<file path="src/rtl/cbt_pkg.sv">
package cbt_pkg;
    typedef enum logic [0:0] {
        ST_IDLE   = 1'b0,
        ST_ACTIVE = 1'b1
    } cbt_state_e;

    // condition groups selected by the upper three code bits
    localparam logic [2:0] GRP_ZERO  = 3'd0;
    localparam logic [2:0] GRP_CARRY = 3'd1;
    localparam logic [2:0] GRP_NEG   = 3'd2;
    localparam logic [2:0] GRP_OVF   = 3'd3;
    localparam logic [2:0] GRP_HIGH  = 3'd4;
    localparam logic [2:0] GRP_SGE   = 3'd5;
    localparam logic [2:0] GRP_SGT   = 3'd6;
    localparam logic [2:0] GRP_ALW   = 3'd7;

    localparam int FLAG_N = 3;
    localparam int FLAG_Z = 2;
    localparam int FLAG_C = 1;
    localparam int FLAG_V = 0;
endpackage

</file>
<file path="src/rtl/cbt_cond_eval.sv">
module cbt_cond_eval
    import cbt_pkg::*;
#(
    parameter int CW = 4
) (
    input  logic [CW-1:0] cond_i,
    input  logic [3:0]    flags_i,
    output logic          holds_o
);
    logic n, z, c, v;
    logic base;

    assign n = flags_i[FLAG_N];
    assign z = flags_i[FLAG_Z];
    assign c = flags_i[FLAG_C];
    assign v = flags_i[FLAG_V];

    always_comb begin
        unique case (cond_i[CW-1:1])
            GRP_ZERO:  base = z;
            GRP_CARRY: base = c;
            GRP_NEG:   base = n;
            GRP_OVF:   base = v;
            GRP_HIGH:  base = c & ~z;
            GRP_SGE:   base = (n == v);
            GRP_SGT:   base = ~z & (n == v);
            GRP_ALW:   base = 1'b1;
            default:   base = 1'b1;
        endcase
    end

    // low code bit inverts, except in the always group
    assign holds_o = (cond_i[CW-1:1] == GRP_ALW) ? 1'b1 : (base ^ cond_i[0]);
endmodule

</file>
<file path="src/rtl/cbt_seq.sv">
module cbt_seq
    import cbt_pkg::*;
#(
    parameter int MAX_SLOTS = 4,
    parameter int CW        = 4,
    localparam int CNT_W    = $clog2(MAX_SLOTS + 1)
) (
    input  logic                 clk,
    input  logic                 rst_n,
    input  logic                 load_i,
    input  logic [CW-1:0]        cond_i,
    input  logic [CNT_W-1:0]     len_i,
    input  logic [MAX_SLOTS-2:0] else_i,
    input  logic                 adv_i,
    output logic                 active_o,
    output logic                 slot_else_o,
    output logic [CW-1:0]        cond_o,
    output logic [CNT_W-1:0]     remain_o
);
    cbt_state_e state_q, state_d;
    logic [CNT_W-1:0]     remain_q;
    logic [MAX_SLOTS-1:0] polar_q;
    logic [CW-1:0]        cond_q;
    logic                 load_ok;
    logic                 last_slot;

    assign load_ok   = load_i && (len_i != '0) && (len_i <= CNT_W'(MAX_SLOTS));
    assign last_slot = (remain_q == CNT_W'(1));

    // state register
    always_ff @(posedge clk) begin
        if (!rst_n) state_q <= ST_IDLE;
        else        state_q <= state_d;
    end

    // transitions
    always_comb begin
        state_d = state_q;
        unique case (state_q)
            ST_IDLE: begin
                if (load_ok) state_d = ST_ACTIVE;                 // T_OPEN
            end
            ST_ACTIVE: begin
                if (load_ok)                state_d = ST_ACTIVE;  // T_RESTART
                else if (adv_i && last_slot) state_d = ST_IDLE;   // T_CLOSE
                else                        state_d = ST_ACTIVE;  // T_STEP / hold
            end
            default: state_d = ST_IDLE;
        endcase
    end

    // slot bookkeeping
    always_ff @(posedge clk) begin
        if (!rst_n) begin
            remain_q <= '0;
            polar_q  <= '0;
            cond_q   <= '0;
        end else if (load_ok) begin
            remain_q <= len_i;
            polar_q  <= {else_i, 1'b0};
            cond_q   <= cond_i;
        end else if (state_q == ST_ACTIVE && adv_i) begin
            remain_q <= remain_q - CNT_W'(1);
            polar_q  <= polar_q >> 1;
        end
    end

    // outputs
    always_comb begin
        unique case (state_q)
            ST_ACTIVE: begin
                active_o    = 1'b1;
                slot_else_o = polar_q[0];
            end
            default: begin
                active_o    = 1'b0;
                slot_else_o = 1'b0;
            end
        endcase
    end

    assign cond_o   = cond_q;
    assign remain_o = remain_q;
endmodule

</file>
<file path="src/rtl/cond_block_tracker.sv">
module cond_block_tracker #(
    parameter int MAX_SLOTS = 4,
    parameter int CW        = 4,
    localparam int CNT_W    = $clog2(MAX_SLOTS + 1)
) (
    input  logic                 clk,
    input  logic                 rst_n,
    input  logic                 load_i,
    input  logic [CW-1:0]        cond_i,
    input  logic [CNT_W-1:0]     len_i,
    input  logic [MAX_SLOTS-2:0] else_i,
    input  logic                 adv_i,
    input  logic [3:0]           flags_i,
    output logic                 in_block_o,
    output logic                 exec_o,
    output logic [CNT_W-1:0]     remain_o
);
    logic          active;
    logic          slot_else;
    logic          holds;
    logic [CW-1:0] cur_cond;

    cbt_seq #(.MAX_SLOTS(MAX_SLOTS), .CW(CW)) u_seq (
        .clk         (clk),
        .rst_n       (rst_n),
        .load_i      (load_i),
        .cond_i      (cond_i),
        .len_i       (len_i),
        .else_i      (else_i),
        .adv_i       (adv_i),
        .active_o    (active),
        .slot_else_o (slot_else),
        .cond_o      (cur_cond),
        .remain_o    (remain_o)
    );

    cbt_cond_eval #(.CW(CW)) u_eval (
        .cond_i  (cur_cond),
        .flags_i (flags_i),
        .holds_o (holds)
    );

    assign in_block_o = active;
    assign exec_o     = ~active | (holds ^ slot_else);
endmodule

</file>
<file path="config.mk">
export PLATFORM = sky130hd
export DESIGN_NAME = cond_block_tracker
export DESIGN_NICKNAME = d
export VERILOG_FILES = /design/src/rtl/cbt_pkg.sv /design/src/rtl/cbt_cond_eval.sv /design/src/rtl/cbt_seq.sv /design/src/rtl/cond_block_tracker.sv
export SDC_FILE = /design/constraint.sdc
export NUM_CORES = 1
export LEC_CHECK = 0
export ABC_AREA = 1
export BUFFER_PORTS_ARGS = -buffer_cell sky130_fd_sc_hd__buf_2
export CAP_MARGIN = 40
export CORE_MARGIN = 2
export CORE_UTILIZATION = 51
export CTS_BUF_LIST = sky130_fd_sc_hd__clkbuf_8
export CTS_CLUSTER_SIZE = 8
export DETAILED_ROUTE_END_ITERATION = 7
export PLACE_DENSITY = 0.91
export SLEW_MARGIN = 20
export SYNTH_ARGS = -nofsm -noshare
export SYNTH_HDL_FRONTEND = slang
export SYNTH_SLANG_ARGS = --single-unit
</file>
<file path="constraint.sdc">
create_clock -name clk -period 1.51 [get_ports clk]
set_input_delay 0.151 -clock clk [delete_from_list [all_inputs] [get_ports clk]]
set_output_delay 0.151 -clock clk [all_outputs]
set_load 0.02 [all_outputs]
</file>
==> run summary <==
Antenna diode instance count: 0
Status: finished with violations
Routability congestion estimate from global placement: 0.6985
Number of buffer and inverter instances along the worst setup path: 1
Vias/cell: 5.148
Number of resized instances in the post-cts repair step: 5
Overall power: 834.8 uW
Worst hold path startpoint: else_i[2]
Total area of sequential cells: 242.7 sq um
Max-cap violation count: 0
Cell taking the most area after synthesis: dfxtp_1
Number of primary I/O pins: 23
Type of the worst min-delay path: in -> reg
Synth Cell Area: 691.9 sq um
Share of the clock period used by the worst path after layout: 1.108
Total instance count after detailed placement: 139
Top-area cell type share of the netlist area: 0.3472
Share of cells above drive strength 1: 0.2913
Hold-critical path endpoint: u_seq.polar_q[3]
Finish-stage setup viols: 1
Sequential fraction of the synthesis area: 0.3472
First-pass GRT wire length: 2.125 mm
Clock tree root buffer cell: clkbuf_8
Net count, final: 149
Area of the multi-input gates: 384.1 sq um
Full die area: 1668 sq um
First drt pass iteration count: 4
Post-place instance area: 812.0 sq um
Total power per unit cell area: 967.0 nW/um^2
Delay of the slowest cell on the worst path: 0.32 ns
DIE HEIGHT: 40.84 um
Antenna viol nets, final: 0
Most common library cell in the layout ignoring fill and taps: nand2_1
Post-route worst setup slack: -0.1633 ns
Setup_tns: -0.1633 ns
Worst-Skew Late Latency: 0.24 ns
Die boundary width: 40.84 um
Worst max-slew margin expressed relative to the limit: 0.7891
Critical path type: reg -> out
Commonest cells after routing, fill and taps aside: 26 x nand2_1, 21 x buf_2, 12 x inv_1
Max clock buf depth: 2
Largest net degree at the start of global routing: 21
Critical Path RT: 1.36 ns
Failing checks: negative setup slack
Via total after detailed routing: 731
Source of the worst register-to-register timing path: u_seq.remain_o[0]
TritonCTS sink count: 12
Top cells by area in the synthesized netlist: dfxtp_1 35%, nand2_1 15%, inv_1 7.6%
Kind of cell adding the most delay to the critical path: simple AND/OR/NAND/NOR gates
Grt ovf: 0
Summed area of non-filler cells in the final layout: 863.3 sq um
Hold violation total from the final report: 0
Number of antenna violations at the first check in global routing: 0
Placed wire-length estimate after detailed placement: 1.082 mm
Hold path cells: 3
Syn Nets: 123
Post-route clock skew: 0.002657 ns
Number of buffers inserted by port buffering: 22
Total CTS buffers: 3
Worst reg-to-reg path cell count: 6
Hold Worst Slack: 0.1718 ns
DRC violation total after the first TritonRoute iteration: 19
Type of element launching the critical path: flip-flop
YS warnings: 0
Setup bufs post-CTS: 0
Initial Util: 0.5385
Fillers: 112
Aggregate routed wire length: 1.454 mm
Most used cell, CP: nand2_1
TritonCTS clock tree: built
Max VDD drop: 0.6806 mV
FF+latch count, synth: 12
CTS clk-pin slew, worst paths: 0.05 ns
RSZ-0062 raised after global routing: true
Critical Path, Cell by Cell: nand2_1, nand2_1, nor2_1, nand2_1, nand2_1, nand2_1, nand2_1, nand3_1, nand2_1, nand2_1, nand2_1, nand3_1, buf_4
Cells after Synth: 103
Largest fanout on the critical path: 3
CP arrival: 1.52 ns
Cell Rows: 13
Post-Place Worst Slack: 0.03125 ns
CTS Hold Buffers Added: 0
Kind of end point of the critical path: output port
Synth-to-Final Area Change: 24.77%
Pins over their slew limit: 0
Leakage power figure: 0.4270 nW
Final cell count without fillers: 142
Final standard cell utilization of the core: 0.6719
Post-layout min period: 1.673 ns
Max stage delay cell, worst path: dfxtp_2
Worst reg2reg setup slack: 0.30 ns
Overall routing resource usage: 0.1930
Max Clock Freq: 0.5976 GHz
Number of levels the H-tree was split into: 1
Mean Syn Cell Area: 6.718 sq um
Library cells used by synthesis: 20
Worst Max-Slew Pin Slew: 0.3083 ns
Via count of the first global-routing pass: 577
Reg2Reg Capture Point: u_seq.remain_o[2]
Post-detailed-route wirelength per cell: 10.24 um
Core area: 1285 sq um
DRC violation count after routing: 0
==> area by class of cell <==
type	count	share of cell area
multi-input combinational	74	0.4449
inverter	15	0.06522
timing repair buffer	23	0.1391
clock buffer	3	0.04783
sequential	12	0.2812
tap	15	0.02174
==> cells in the mapped netlist <==
cell type  count
nand3_1       10
o21ai_1        2
nand2_2        1
inv_1         14
a2111oi_0      1
nor2_1         6
a31oi_1        2
o21ai_2        1
o21ai_0        8
a21oi_1       10
nand3b_1       1
xnor2_1        1
dfxtp_1       12
nand2_1       27
a31oi_4        1
ha_1           2
or2_2          1
buf_2          1
inv_2          1
buf_6          1
==> power breakdown <==
| part | total (mW) | switching (mW) | internal, mW |
|---|---|---|---|
| clock | 0.281 | 0.106 | 0.175 |
| sequential | 0.361 | 0.0184 | 0.343 |
| combinational | 0.193 | 0.114 | 0.0784 |
| total | 0.835 | 0.239 | 0.596 |
==> cells by family after synthesis <==
logic type      count (synthesis)  share of synthesized area
buf+inv                        17                     0.1049
simple gates                   46                     0.2803
xor+xnor                        1                    0.01266
flops                          12                     0.3472
compound gates                 25                     0.2188
fa+ha+maj                       2                    0.03616
==> layer usage <==
metal / global-route usage / wire (um) / vias to the layer above
met3: 0.03261 / 91 / 7
met2: 0.3477 / 694 / 28
met4: 0.1000 / 41 / 0
li1: - / - / 387
met5: 0 / 0 / -
met1: 0.2119 / 627 / 309
==> worst max path at each step <==
stage                   to  slack, ns             from  cells past startpoint
global placement    exec_o       0.09       flags_i[0]                     14
finish              exec_o      -0.16  u_seq.cond_o[1]                     13
detailed placement  exec_o       0.03  u_seq.cond_o[1]                     15
global route        exec_o      -0.35  u_seq.cond_o[2]                     13
CTS                 exec_o      -0.16  u_seq.cond_o[1]                     13
floorplan           exec_o       0.19  u_seq.cond_o[1]                     14
==> sequential cells by signal (all words and copies together), names as in the netlist <==
| name | cells |
|---|---|
| u_seq.cond_o | 4 |
| u_seq.state_q | 1 |
| u_seq.remain_o | 3 |
| u_seq.polar_q | 4 |
==> worst min-delay path: stages <==
cell and delay (ns):
buf_2 0.09, nand2_1 0.05, a21oi_1 0.06
Power figures use the tool's default switching activity.
